--- src/rtl/pwrseq_pkg.sv ---
package pwrseq_pkg;
  typedef enum logic [1:0] {
    ST_OFF      = 2'd0,
    ST_WAIT_REF = 2'd1,
    ST_RAMP     = 2'd2,
    ST_RUN      = 2'd3
  } pwr_state_e;
endpackage

--- src/rtl/pwrseq_debounce.sv ---
module pwrseq_debounce #(
  parameter int unsigned DEB_CYC = 4,
  parameter bit          RST_VAL = 1'b0
) (
  input  logic clk_i,
  input  logic rst_ni,
  input  logic raw_i,
  output logic filt_o
);
  localparam int unsigned CW = (DEB_CYC > 1) ? $clog2(DEB_CYC) : 1;
  localparam logic [CW-1:0] LAST = CW'(DEB_CYC - 1);

  logic [CW-1:0] cnt_q;
  logic          filt_q;

  always_ff @(posedge clk_i or negedge rst_ni) begin
    if (!rst_ni) begin
      cnt_q  <= '0;
      filt_q <= RST_VAL;
    end else if (raw_i == filt_q) begin
      cnt_q <= '0;
    end else if (cnt_q == LAST) begin
      cnt_q  <= '0;
      filt_q <= raw_i;
    end else begin
      cnt_q <= cnt_q + 1'b1;
    end
  end

  assign filt_o = filt_q;
endmodule

--- src/rtl/pwrseq_ramp.sv ---
module pwrseq_ramp #(
  parameter int unsigned STEP_CYC   = 8,
  parameter int unsigned CODE_W     = 6,
  parameter int unsigned FINAL_CODE = 20
) (
  input  logic              clk_i,
  input  logic              rst_ni,
  input  logic              run_i,
  output logic [CODE_W-1:0] code_o,
  output logic              done_o
);
  localparam int unsigned DW = (STEP_CYC > 1) ? $clog2(STEP_CYC) : 1;
  localparam logic [DW-1:0]     DLAST = DW'(STEP_CYC - 1);
  localparam logic [CODE_W-1:0] FINAL = CODE_W'(FINAL_CODE);

  logic [DW-1:0]     div_q;
  logic [CODE_W-1:0] code_q;
  logic              done;

  assign done = (code_q == FINAL);

  always_ff @(posedge clk_i or negedge rst_ni) begin
    if (!rst_ni) begin
      div_q  <= '0;
      code_q <= '0;
    end else if (!run_i) begin
      div_q  <= '0;
      code_q <= '0;
    end else if (!done) begin
      if (div_q == DLAST) begin
        div_q  <= '0;
        code_q <= code_q + 1'b1;
      end else begin
        div_q <= div_q + 1'b1;
      end
    end
  end

  assign code_o = code_q;
  assign done_o = done;
endmodule

--- src/rtl/pwrseq_fsm.sv ---
module pwrseq_fsm
  import pwrseq_pkg::*;
(
  input  logic       clk_i,
  input  logic       rst_ni,
  input  logic       supply_ok_i,
  input  logic       ref_ok_i,
  input  logic       sel_i,
  input  logic       ramp_done_i,
  output pwr_state_e state_o,
  output logic       sel_o
);
  pwr_state_e state_q, state_d;
  logic       sel_q;

  always_comb begin
    state_d = state_q;
    if (!supply_ok_i) begin
      state_d = ST_OFF;
    end else begin
      unique case (state_q)
        ST_OFF:      state_d = ST_WAIT_REF;
        ST_WAIT_REF: if (ref_ok_i) state_d = ST_RAMP;
        ST_RAMP:     if (ramp_done_i) state_d = ST_RUN;
        ST_RUN:      state_d = ST_RUN;
        default:     state_d = ST_OFF;
      endcase
    end
  end

  always_ff @(posedge clk_i or negedge rst_ni) begin
    if (!rst_ni) begin
      state_q <= ST_OFF;
      sel_q   <= 1'b0;
    end else begin
      state_q <= state_d;
      // latch regulator choice when leaving reset only
      if (state_q == ST_OFF && supply_ok_i) sel_q <= sel_i;
    end
  end

  assign state_o = state_q;
  assign sel_o   = sel_q;
endmodule

--- src/rtl/pwrseq_ctrl.sv ---
module pwrseq_ctrl
  import pwrseq_pkg::*;
#(
  parameter int unsigned NUM_LVD    = 3,
  parameter int unsigned DEB_CYC    = 4,
  parameter int unsigned STEP_CYC   = 8,
  parameter int unsigned CODE_W     = 6,
  parameter int unsigned FINAL_CODE = 20
) (
  input  logic               clk_i,
  input  logic               rst_ni,
  input  logic               supply_ok_i,
  input  logic               ref_ok_i,
  input  logic               reg_sel_i,
  input  logic [NUM_LVD-1:0] lvd_raw_i,
  output logic               sys_rst_o,
  output logic               lvd_en_o,
  output logic [NUM_LVD-1:0] lvd_o,
  output logic               ldo_en_o,
  output logic               smps_en_o,
  output logic [CODE_W-1:0]  ramp_code_o,
  output logic               ramp_done_o
);
  logic               supply_f, ref_f;
  logic [NUM_LVD-1:0] lvd_f;
  logic               sel_q, active, ramp_done;
  logic [CODE_W-1:0]  ramp_code;
  pwr_state_e         state;

  pwrseq_debounce #(.DEB_CYC(DEB_CYC), .RST_VAL(1'b0)) u_deb_sup (
    .clk_i, .rst_ni, .raw_i(supply_ok_i), .filt_o(supply_f)
  );

  pwrseq_debounce #(.DEB_CYC(DEB_CYC), .RST_VAL(1'b0)) u_deb_ref (
    .clk_i, .rst_ni, .raw_i(ref_ok_i), .filt_o(ref_f)
  );

  for (genvar i = 0; i < NUM_LVD; i++) begin : g_lvd
    pwrseq_debounce #(.DEB_CYC(DEB_CYC), .RST_VAL(1'b1)) u_deb_lvd (
      .clk_i, .rst_ni, .raw_i(lvd_raw_i[i]), .filt_o(lvd_f[i])
    );
  end

  pwrseq_fsm u_fsm (
    .clk_i, .rst_ni,
    .supply_ok_i(supply_f),
    .ref_ok_i   (ref_f),
    .sel_i      (reg_sel_i),
    .ramp_done_i(ramp_done),
    .state_o    (state),
    .sel_o      (sel_q)
  );

  assign active = (state == ST_RAMP) || (state == ST_RUN);

  pwrseq_ramp #(.STEP_CYC(STEP_CYC), .CODE_W(CODE_W), .FINAL_CODE(FINAL_CODE)) u_ramp (
    .clk_i, .rst_ni, .run_i(active), .code_o(ramp_code), .done_o(ramp_done)
  );

  assign sys_rst_o   = (state != ST_RUN);
  assign lvd_en_o    = active;
  assign ldo_en_o    = active & ~sel_q;
  assign smps_en_o   = active & sel_q;
  assign ramp_code_o = active ? ramp_code : '0;
  assign ramp_done_o = active & ramp_done;
  assign lvd_o       = (state == ST_RUN) ? lvd_f : '1;
endmodule

--- config.mk ---
export PLATFORM = sky130hd
export DESIGN_NAME = pwrseq_ctrl
export DESIGN_NICKNAME = d
export VERILOG_FILES = /design/src/rtl/pwrseq_pkg.sv /design/src/rtl/pwrseq_debounce.sv /design/src/rtl/pwrseq_ramp.sv /design/src/rtl/pwrseq_fsm.sv /design/src/rtl/pwrseq_ctrl.sv
export SDC_FILE = /design/constraint.sdc
export NUM_CORES = 1
export LEC_CHECK = 0
export BUFFER_PORTS_ARGS = -buffer_cell sky130_fd_sc_hd__buf_2
export CAP_MARGIN = 25
export CORE_MARGIN = 5
export CORE_UTILIZATION = 42
export CTS_BUF_LIST = sky130_fd_sc_hd__clkbuf_16
export DETAILED_ROUTE_END_ITERATION = 10
export PLACE_DENSITY = 0.74
export SYNTH_ARGS = -nofsm -noshare
export SYNTH_HDL_FRONTEND = slang
export SYNTH_SLANG_ARGS = --single-unit
--- constraint.sdc ---
create_clock -name clk_i -period 1.97 [get_ports clk_i]
set_input_delay 0.0985 -clock clk_i [delete_from_list [all_inputs] [get_ports clk_i]]
set_output_delay 0.0985 -clock clk_i [all_outputs]
set_load 0.01 [all_outputs]
# Word level (Yosys, flattened, before mapping)
# Index checks and enable logic that the tools add are counted.
# totals
regBits	27
in_bits	8
# classes
add_sub_neg	7
eq_ne	20
mux	22
n_bitwise	9
n_reduce_logical	10
# op_table
op	n
$mux 2	13
$mux 6	4
$eq 2x2->1 const B	7
$reduce_and 2->1	7
$mux 3	4
$add 2x1->2 const B	5
$pmux 2 s4	1
$add 6x1->6 const B	1
$eq 6x5->1 const B	1
$ne 3x3->1 const B	2
$not 1->1	6
$eq 1x1->1	5
$ne 2x2->1 const B	2
$add 3x1->3 const B	1
$and 1x1->1	3
$eq 3x3->1 const B	1
$eq 2x1->1 const B	1
$logic_not 2->1	1
$ne 2x1->1 const B	1
$logic_and 1x1->1	1
$logic_or 1x1->1	1

# Longest topological paths before layout
# Gate-level depths: netlist (run 1).
# depth
depth_word	4
depth_mapped	6
ltp_nobuf	5

# By module
# A second synthesis (run 1) with hierarchy kept.
# hier_totals
hier_cells	121
hier_area_um2	1417.6
# modules_own_cells
mod	instances	cells_per_inst	area_per_inst_um2
pwrseq_ramp	1	57	568.0
pwrseq_debounce (g_lvd[0].u_deb_lvd ...)	3	8	125.1
pwrseq_debounce (u_deb_ref ...)	2	8	123.9
pwrseq_fsm	1	9	128.9
pwrseq_ctrl	1	15	97.6

# Least setup slack after synthesis (run 1)
# OpenSTA, ideal clock, no wires.
# synth_path
path_type	register to register
start	reg u_ramp.div_q[0]
end	reg u_ramp.code_q[5] (netlist: u_ramp.code_o[5])
setup_ns	0.066
t_arrival_ns	1.439
path_slack_ns	0.465
stages_incl_launch_ff	7
n_path_buf	1
cell_sequence	dfrtp_1 > ha_1 > ha_1 > buf_6 > nand4_2 > or4b_1 > nand2_1
# synth_via
elab_chain_cells	3
# synth_rtl
item	line	source
from (decl)	pwrseq_ramp.sv:16	logic [DW-1:0] div_q;
from (signal assigned)	pwrseq_ramp.sv:34	div_q <= div_q + 1'b1;
$eq 3x3->1	pwrseq_ramp.sv:30	if (div_q == DLAST) begin
$ne 2x1->1 (no line)	n/a	
$reduce_and 2->1 (no line)	n/a	
to (signal assigned)	pwrseq_ramp.sv:32	code_q <= code_q + 1'b1;
to (decl)	pwrseq_ramp.sv:17	logic [CODE_W-1:0] code_q;
# Every way passes these cells.
# A chain may end at the register's enable or synchronous reset.

# Final worst setup path (run 1)
# layout_path
start	reg u_ramp.code_q[0] (netlist: u_ramp.code_o[0])
end	out ramp_done_o
# layout_via
elab_chain_cells	2
# layout_rtl
item	line	source
$eq 6x5->1	pwrseq_ramp.sv:20	assign done = (code_q == FINAL);
$and 1x1->1	pwrseq_ctrl.sv:65	assign ramp_done_o = active & ramp_done;
to (decl)	pwrseq_ctrl.sv:22	output logic ramp_done_o
# Every way passes these cells.

==> impl_metrics.tcl, run 1 <==
set metrics [dict create \
    synth_top_area_share_pct 43.7 \
    slew_headroom_pct 61.0 \
    cts_repair_resize_count 0 \
    startpoint_type "flip-flop" \
    cp.required_ns 1.87 \
    synth.yosys.seq_area_share_pct 49.4 \
    placementRows 20 \
    placed_cells 185 \
    grt.total_usage_pct 12.9 \
    synth_flop_cell "dfrtp_1" \
    rsz0062_at_grt "false" \
    tns_ns 0 \
    synthArstFlopShare_pct 100 \
    powerDensity_nw_per_um2 1140 \
    power_mw 1.82 \
    yosys.area.top_type "dfrtp_1" \
    clk_pin_slew_ns 0.06 \
    syn-mean-instance-area_sq_um 11.0 \
    end_kind "output port" \
    status "complete, no violations" \
    drc_errors 0 \
    grt_pass1_vias 1003 \
    ant_nets 0 \
    max_freq_mhz 595 \
    dr.pass1.iters 4 \
    diodes 0 \
    postPlaceCellArea_sq_um 1510 \
    dp_hpwl_um 1890 \
    cts_tree "built" \
    layoutNonFillerInstCount 190 \
    routedWlPerCell_um 13.0 \
    cts.path.max_buffers 2 \
    clock_sinks 27 \
    hold_class "input port to flip-flop" \
    power.internal_mw 1.28 \
    tightest_slew_ns 0.585 \
    fin_area_sq_um 1600 \
    synth_cell_types 32 \
    finClkSkew_ns 0.00204 \
    top_usage_layer "met2" \
    io_pins 22 \
    seq_area_sq_um 679 \
    crit_type "flip-flop to output port" \
    die_h_um 67.2 \
    synth.most_common_cell "dfrtp_1" \
    p_seq_share_pct 50.5 \
    min_period_ns 1.68 \
    n_fill_cell 293 \
    htreeDepth 1 \
    syn_inst 125 \
    cp_max_fo 6 \
    clk_latency_ns 0.25 \
    post_cts.repair.setup_buffers 0 \
    vdd_ir_drop_max_mv 0.474 \
    cts_buffers 3 \
    core_sq_um 3100 \
    netlist_area_sq_um 1380 \
    ys_ff_latch 27 \
    yosys_warnings 0 \
    port_buffers 21 \
    syn_nets 142 \
    fin_crit_sh_pct 85.3 \
    syn2layout_area_growth_pct 16.2 \
    clockRootBuffer "clkbuf_16" \
    yosys-top-cells-area "dfrtp_1, ha_1, dfstp_2, mux2_2, and2_1" \
    dieArea_sq_um 4520 \
    overflow 0 \
    finalSetupViolCount 0 \
    cellLeakagePower_nw 0.788 \
    combPwrFrac_pct 25.1 \
    sw_frac_of_total_pct 29.5 \
    max_cap_violations 0 \
    synth_commonest_cells "dfrtp_1, nand2_1, and2_1" \
    via_per_inst 5.01 \
    synth-edff-count 0 \
    finalMaxSlewViolations 0 \
    initial_utilization_pct 44.3 \
    vias 952 \
    layout.nets 164 \
    clockPowerShare_pct 24.4 \
    layout-drive-gt1-share_pct 28.1 \
    grt_max_degree 28 \
    antenna_found_initial 0 \
    arrival_ns 1.58 \
    gr-usage-met2_pct 22.6 \
    grt_use_met1_pct 15.7 \
    power.switching_mw 0.537 \
    ctsHoldBuffers 1 \
    multi_input_area_sq_um 639 \
    dr.first_iter.drc_count 26 \
    drt-total-wl_um 2470 \
    gp_congestion 0.857 \
    final_hold_viol_count 0 \
    grt.met3_usage_pct 1.50 \
    die_x_um 67.2 \
    grt_pass1_wl_um 4390 \
]
-- worst max-delay path: stages (launching register included) --
cell and delay, ns:
dfrtp_1 0.45, inv_1 0.09, ha_1 0.22, and4bb_2 0.28
and2_1 0.16, buf_2 0.13
-- per-stage QoR --
stage / utilization, % / hold WS (ns) / worst slack [ns]
2_1_floorplan: - / -0.197 / 0.465
3_3_place_gp: 48.6 / 0.124 / 0.369
3_5_place_dp: 48.6 / 0.134 / 0.307
4_1_cts: 51.5 / 0.0671 / 0.296
5_1_grt: 51.5 / 0.0825 / 0.155
6_report: 51.5 / 0.0684 / 0.290
-- sequential cells by signal (all words and copies together), names as in the netlist --
name	cells
g_lvd.u_deb_lvd.cnt_q	6
g_lvd.u_deb_lvd.filt_o	3
u_deb_ref.cnt_q	2
u_deb_ref.filt_o	1
u_deb_sup.cnt_q	2
u_deb_sup.filt_o	1
u_fsm.sel_o	1
u_fsm.state_o	2
u_ramp.code_o	6
u_ramp.div_q	3
-- per-layer routing --
| layer | vias to the layer above | part of all wire (%) |
|---|---|---|
| li1 | 472 | - |
| met1 | 455 | 44 |
| met2 | 23 | 51 |
| met3 | 2 | 3.6 |
| met4 | 0 | 1.2 |
| met5 | - | 0 |
-- placed cells by master, fill, tap and decap left out, types with 4 or more instances in the layout --
| master | n |
|---|---|
| and2_1 | 12 |
| buf_2 | 21 |
| dfrtp_1 | 24 |
| ha_1 | 9 |
| inv_1 | 7 |
| mux2_2 | 7 |
| nand2_1 | 14 |
| nand3_1 | 4 |
| nor3b_1 | 4 |
| xor2_1 | 4 |
-- area by class of cell --
cell class,count,share of cell area [%]
repair buffers,23,7.67
flip-flops and latches,27,42.5
clock inverters,1,0.235
inverters,6,1.41
well taps,44,3.45
clock buffers,3,4.70
multi-input cells,86,40.0
-- worst paths after layout --
check / endpoint / startpoint / depth (start not counted) / slack, ns
min in group asynchronous: u_ramp.code_o[5] / rst_ni / 2 / 0.38
worst min-delay path: u_fsm.sel_o / reg_sel_i / 2 / 0.07
worst max-delay path: ramp_done_o / u_ramp.code_o[0] / 5 / 0.29
worst min register to register: g_lvd[0].u_deb_lvd.cnt_q[0] / g_lvd[0].u_deb_lvd.cnt_q[0] / 1 / 0.44
worst max register to register: u_ramp.code_o[5] / u_ramp.div_q[0] / 5 / 0.30
max in group asynchronous: u_ramp.div_q[1] / rst_ni / 2 / 1.21
-- cell families after synthesis --
logic type,Yosys count,synth area share [%]
XOR/XNOR,7,4.46
adder cells (fa/ha/maj),9,8.19
AND/OR/NAND/NOR,52,22.3
AO/OA/AOI/OAI,9,4.37
multiplexers,9,7.19
flip-flops,27,49.4
buffers and inverters,12,4.09
-- power groups by stage --
stage                     Combinational (mW)  Clock, mW  Sequential [mW]
after floorplan                        0.383          0            0.850
after global placement                 0.422          0            0.904
after detailed placement               0.464          0            0.932
after CTS                              0.470      0.456            0.921
after global routing                   0.534      0.484            0.949
final                                  0.457      0.444            0.917
No activity file was read; power rests on OpenSTA's default activity.
==> run 2: changes to the inputs <==
--- a/config.mk
+++ b/config.mk
@@ -12,6 +12,7 @@
 export CTS_BUF_LIST = sky130_fd_sc_hd__clkbuf_16
 export DETAILED_ROUTE_END_ITERATION = 10
 export PLACE_DENSITY = 0.74
+export REMOVE_ABC_BUFFERS = 1
 export SYNTH_ARGS = -nofsm -noshare
 export SYNTH_HDL_FRONTEND = slang
 export SYNTH_SLANG_ARGS = --single-unit
==> run 2 against run 1 <==
Utilization unchanged. Count of clock-buffer cells in the layout is the same. First-iteration DRC count fell by 73%. Worst setup slack improved by 0.0035 ns. Sequential share of layout area stayed put. Routed wire length fell by 7.9%. Die area did not move. Via count decreased by 0.95%. Maximum frequency up 0.21%. Sequential power fell by 1%. Worst hold slack improved by 0.0037 ns. Final cell count did not move.
==> impl_metrics.tcl, run 2 (synthesis results as in run 1) <==
set metrics [dict create \
    status "complete, no violations" \
    cts_tree "built" \
    crit_chain "ha_1 > ha_1 > nand4_2 > or4b_1 > nand2_1" \
    cp_max_fo 9 \
    port_buffers 21 \
    finalSetupViolCount 0 \
    grt_max_degree 28 \
    grt_pass1_wl_um 4030 \
    clock_sinks 27 \
    cts_buffers 3 \
    post_cts.repair.setup_buffers 0 \
    placed_cells 185 \
    gp_congestion 0.766 \
    cts.path.max_buffers 2 \
    powerDensity_nw_per_um2 1120 \
    cp.required_ns 2.16 \
    htreeDepth 1 \
    overflow 0 \
    io_pins 22 \
    ant_nets 0 \
    via_per_inst 4.96 \
    end_kind "flip-flop" \
    routedWlPerCell_um 12.0 \
    core_sq_um 3100 \
    dp_slack_ns 0.299 \
    die_h_um 67.2 \
    layout_commonest_cell "dfrtp_1" \
    power_mw 1.79 \
    dp_hpwl_um 1760 \
    r2r_setup_slack_ns 0.29 \
    hold_class "input port to flip-flop" \
    startpoint_type "flip-flop" \
    grt.total_usage_pct 11.6 \
    arrival_ns 1.87 \
    r2r.worst_path.cells 5 \
    tightest_slew_ns 0.592 \
    dieArea_sq_um 4520 \
    max_cap_violations 0 \
    max_stage_delay_ns 0.52 \
    initial_utilization_pct 44.3 \
    layout.nets 164 \
    layoutNonFillerInstCount 190 \
    finClkSkew_ns 0.00104 \
    dr.pass1.iters 2 \
    clockRootBuffer "clkbuf_16" \
    vdd_ir_drop_max_mv 0.459 \
    holdWs_ns 0.0721 \
    worst_path_most_repeated_cell "ha_1" \
    cts_repair_resize_count 0 \
    fin_area_sq_um 1600 \
    die_x_um 67.2 \
    postPlaceCellArea_sq_um 1510 \
    placementRows 20 \
    min_path_cells 2 \
    mostFrequentLayoutCells "dfrtp_1, buf_2, nand2_1, and2_1, ha_1" \
    layout_setup_ws_ns 0.293 \
    rsz0062_at_grt "false" \
    max_freq_mhz 596 \
    drc_errors 0 \
    layout-drive-gt1-share_pct 28.1 \
    syn2layout_area_growth_pct 16.2 \
    post-route-util_pct 51.5 \
    dr.first_iter.drc_count 7 \
    drt-total-wl_um 2280 \
    min_period_ns 1.68 \
    antenna_found_initial 0 \
    slew_headroom_pct 60.5 \
    vias 943 \
    tns_ns 0 \
    clk_latency_ns 0.25 \
    diodes 0 \
    grt_pass1_vias 942 \
    fin_crit_sh_pct 85.1 \
    worst_path_max_delay_cell "or4b_1" \
    crit_type "flip-flop to flip-flop" \
    cellLeakagePower_nw 0.788 \
    final_hold_viol_count 0 \
    clk_pin_slew_ns 0.06 \
    finalMaxSlewViolations 0 \
]
## run 2: power by group
part           leakage (nW)  internal [mW]  switching, mW
sequential            0.347          0.752          0.155
clock                0.0423          0.271          0.168
combinational         0.399          0.254          0.190
total                 0.788           1.28          0.512
## run 2: layer usage
metal  global-route usage [%]  part of all wire (%)
met4                     5.32                   1.7
met2                     19.1                    48
met5                        0                     0
met1                     14.9                    47
met3                     1.66                   3.8
## run 2: critical path, delay by kind of cell, from the launching register on
family | cells | cell delay (ns)
flip-flops | 1 | 0.37
AND/OR/NAND/NOR | 3 | 0.77
adder cells (fa/ha/maj) | 2 | 0.48
## run 2: cell type report
class / count / area, sq um
fillers: 294 / 1510
multi-input cells: 86 / 639
clock inverters: 1 / 3.75
clock buffers: 3 / 75.1
inverters: 6 / 22.5
flip-flops and latches: 27 / 679
well taps: 44 / 55.1
repair buffers: 23 / 123
## run 2: worst paths after layout
| path | endpoint | from |
|---|---|---|
| min in group asynchronous | g_lvd[1].u_deb_lvd.cnt_q[1] | rst_ni |
| min reg2reg | g_lvd[0].u_deb_lvd.cnt_q[0] | g_lvd[0].u_deb_lvd.cnt_q[0] |
| max in group asynchronous | u_deb_ref.filt_o | rst_ni |
| min | u_fsm.sel_o | reg_sel_i |
| max reg2reg | u_ramp.code_o[5] | u_ramp.div_q[0] |
| max | u_ramp.code_o[5] | u_ramp.div_q[0] |
## run 2: repair_timing
item	in CTS	in global routing
hold buffers	1	0
endpoints found under the setup margin	0	0
hold endpoints to repair	24	0
==> run 3: changes to the inputs <==
--- a/config.mk
+++ b/config.mk
@@ -5,6 +5,7 @@
 export SDC_FILE = /design/constraint.sdc
 export NUM_CORES = 1
 export LEC_CHECK = 0
+export ABC_AREA = 1
 export BUFFER_PORTS_ARGS = -buffer_cell sky130_fd_sc_hd__buf_2
 export CAP_MARGIN = 25
 export CORE_MARGIN = 5
@@ -13,6 +14,7 @@
 export DETAILED_ROUTE_END_ITERATION = 10
 export PLACE_DENSITY = 0.74
 export REMOVE_ABC_BUFFERS = 1
+export SETUP_SLACK_MARGIN = 0.02
 export SYNTH_ARGS = -nofsm -noshare
 export SYNTH_HDL_FRONTEND = slang
 export SYNTH_SLANG_ARGS = --single-unit
==> run 3 against run 2 <==
Sequential share of layout area down 1.1 points. Clock power up 6.2%. Utilization down 1.6 points. Non-clock buffer count down 1. Largest power group unchanged. Combinational power up 3%. Power up 2.0%. Highest routed layer unchanged. Synthesized cell count up 30%. Count of clock-buffer cells in the layout unchanged. First-iteration DRC count rose to 6.4 times the previous value. Critical endpoint is now lvd_o[0].
==> impl_metrics.tcl, run 3 <==
set metrics [dict create \
    netlist_area_sq_um 1410 \
    synth_flop_cell "dfrtp_1" \
    diodes 0 \
    n_fill_cell 316 \
    core_sq_um 3280 \
    cp_max_fo 19 \
    sw_frac_of_total_pct 33.0 \
    clock_sinks 27 \
    ant_nets 0 \
    clk_latency_ns 0.26 \
    io_pins 22 \
    cts_repair_resize_count 0 \
    power_mw 1.83 \
    drc_errors 0 \
    tns_ns 0 \
    grt.total_usage_pct 11.3 \
    synth_top_area_share_pct 42.6 \
    end_kind "output port" \
    reg2reg_to "u_fsm.state_o[0]" \
    crit-reg2reg-launch "u_fsm.state_o[1]" \
    dr.pass1.iters 4 \
    port_buffers 21 \
    mostFrequentLayoutCells "nand2_1, inv_1, dfrtp_1, buf_2, nor2_1" \
    cp.required_ns 1.87 \
    max_freq_mhz 626 \
    startpoint_type "flip-flop" \
    gp_congestion 0.755 \
    min_path_cells 3 \
    tightest_slew_ns 0.643 \
    layout_setup_ws_ns 0.374 \
    layout.nets 202 \
    finalSetupViolCount 0 \
    yosys.area.top_type "dfrtp_1" \
    dieArea_sq_um 4620 \
    startpoint "u_fsm.state_o[1]" \
    syn_inst 162 \
    postPlaceCellArea_sq_um 1550 \
    min_period_ns 1.60 \
    final_hold_viol_count 0 \
    drt-total-wl_um 2310 \
    die_h_um 68.0 \
    vdd_ir_drop_max_mv 0.512 \
    post_cts.repair.setup_buffers 0 \
    synth_commonest_cells "nand2_1, inv_1, dfrtp_1" \
    layout-drive-gt1-share_pct 20.7 \
    synthArstFlopShare_pct 100 \
    overflow 0 \
    max_cap_violations 0 \
    layout_commonest_cell "nand2_1" \
    rsz0062_at_grt "false" \
    grt_max_degree 28 \
    arrival_ns 1.50 \
    syn-mean-instance-area_sq_um 8.71 \
    finalMaxSlewViolations 0 \
    combPwrFrac_pct 25.1 \
    fin_crit_sh_pct 81.0 \
    clockPowerShare_pct 25.5 \
    cts_buffers 3 \
    power.switching_mw 0.603 \
    synth_cell_types 27 \
    synth.most_common_cell "nand2_1" \
    dp_slack_ns 0.576 \
    die_x_um 68.0 \
    synth-edff-count 0 \
    power.internal_mw 1.22 \
    initial_utilization_pct 43.0 \
    r2r_setup_slack_ns 0.57 \
    hold_class "input port to flip-flop" \
    yosys_warnings 0 \
    p_seq_share_pct 49.4 \
    grt_pass1_vias 920 \
    slew_headroom_pct 57.1 \
    hold_path_startpoint "lvd_raw_i[0]" \
    powerDensity_nw_per_um2 1110 \
    cts.path.max_buffers 2 \
    clockRootBuffer "clkbuf_16" \
    clk_pin_slew_ns 0.07 \
    finClkSkew_ns 0.00189 \
    cellLeakagePower_nw 0.897 \
    syn2layout_area_growth_pct 16.1 \
    endpoint "lvd_o[0]" \
    yosys-top-cells-area "dfrtp_1, nand2_1, ha_1, inv_1, dfstp_2" \
    fin_area_sq_um 1640 \
    synth.yosys.seq_area_share_pct 48.1 \
    holdWs_ns 0.0586 \
    via_per_inst 4.49 \
    status "complete, no violations" \
    r2r.worst_path.cells 5 \
    vias 1032 \
    htreeDepth 1 \
    ctsHoldBuffers 1 \
    dr.first_iter.drc_count 45 \
    dp_hpwl_um 1730 \
    antenna_found_initial 0 \
    crit_type "flip-flop to output port" \
    ys_ff_latch 27 \
    routedWlPerCell_um 10.0 \
    cts_tree "built" \
    placementRows 21 \
    grt_pass1_wl_um 3910 \
]
==> run 3: changes by cell type after synthesis, sizes merged, moves of 3 or more <==
cell   previous run  this run
a21oi             1         4
and2             12         0
inv               6        28
mux2              7         0
nand2            14        43
nand3             4         9
nand4             4         1
nor2              2        13
nor2b             3         0
nor3              1         5
nor3b             4         0
o21ai             3        10
==> run 3: per-layer routing <==
metal | GRT usage [%] | up-vias | part of all wire (%)
met5 | 0 | - | 0
met4 | 5.96 | 0 | 2.1
met3 | 2.96 | 5 | 3.2
met2 | 17.3 | 12 | 46
met1 | 14.6 | 469 | 48
li1 | - | 546 | -
==> run 3: through the flow <==
stage                     util (%)  cells
after floorplan                  -    158
after CTS                     49.9    230
after global placement        47.1    225
after global routing          49.9    230
final                         49.9    230
after detailed placement      47.1    225
==> run 3: layout make-up <==
| cell class | instances | area [sq um] | share of cell area, % |
|---|---|---|---|
| inverter | 28 | 105 | 6.41 |
| clock inverter | 1 | 7.51 | 0.458 |
| multi-input combinational | 103 | 599 | 36.6 |
| clock buffer | 3 | 75.1 | 4.58 |
| sequential | 27 | 679 | 41.5 |
| tap | 46 | 57.6 | 3.51 |
| timing repair buffer | 22 | 115 | 7.02 |
==> run 3: how the worst min path moves through the flow <==
stage / endpoint / slack, ns
floorplan: g_lvd[0].u_deb_lvd.cnt_q[0] / -0.20
global placement: g_lvd[1].u_deb_lvd.cnt_q[0] / 0.14
detailed placement: g_lvd[1].u_deb_lvd.cnt_q[0] / 0.14
CTS: g_lvd[0].u_deb_lvd.filt_o / 0.06
global route: g_lvd[2].u_deb_lvd.filt_o / 0.07
finish: g_lvd[0].u_deb_lvd.filt_o / 0.06
==> run 3: power groups by stage <==
stage	combinational, mW	sequential [mW]	clock, mW
finish	0.458	0.902	0.466
global route	0.537	0.926	0.497
CTS	0.469	0.904	0.475
detailed placement	0.460	0.911	0
global placement	0.446	0.905	0
floorplan	0.353	0.875	0
==> run 3: logic make-up (layout without fill, tap and decap cells) <==
logic type,after synthesis,after routing,synth area share (%)
DFF,27,27,48.1
and+or+nand+nor,73,73,24.9
AOI/OAI and AO/OA,14,14,5.23
buffers and inverters,32,54,9.40
xor gates and xnor gates,7,7,4.34
adders and majority gates,9,9,7.98
==> run 3: worst max-delay path, stage by stage (launching register included) <==
cell and delay [ns]:
dfrtp_1 0.75, nand2_1 0.18, inv_1 0.12, nand2_1 0.05
buf_2 0.13
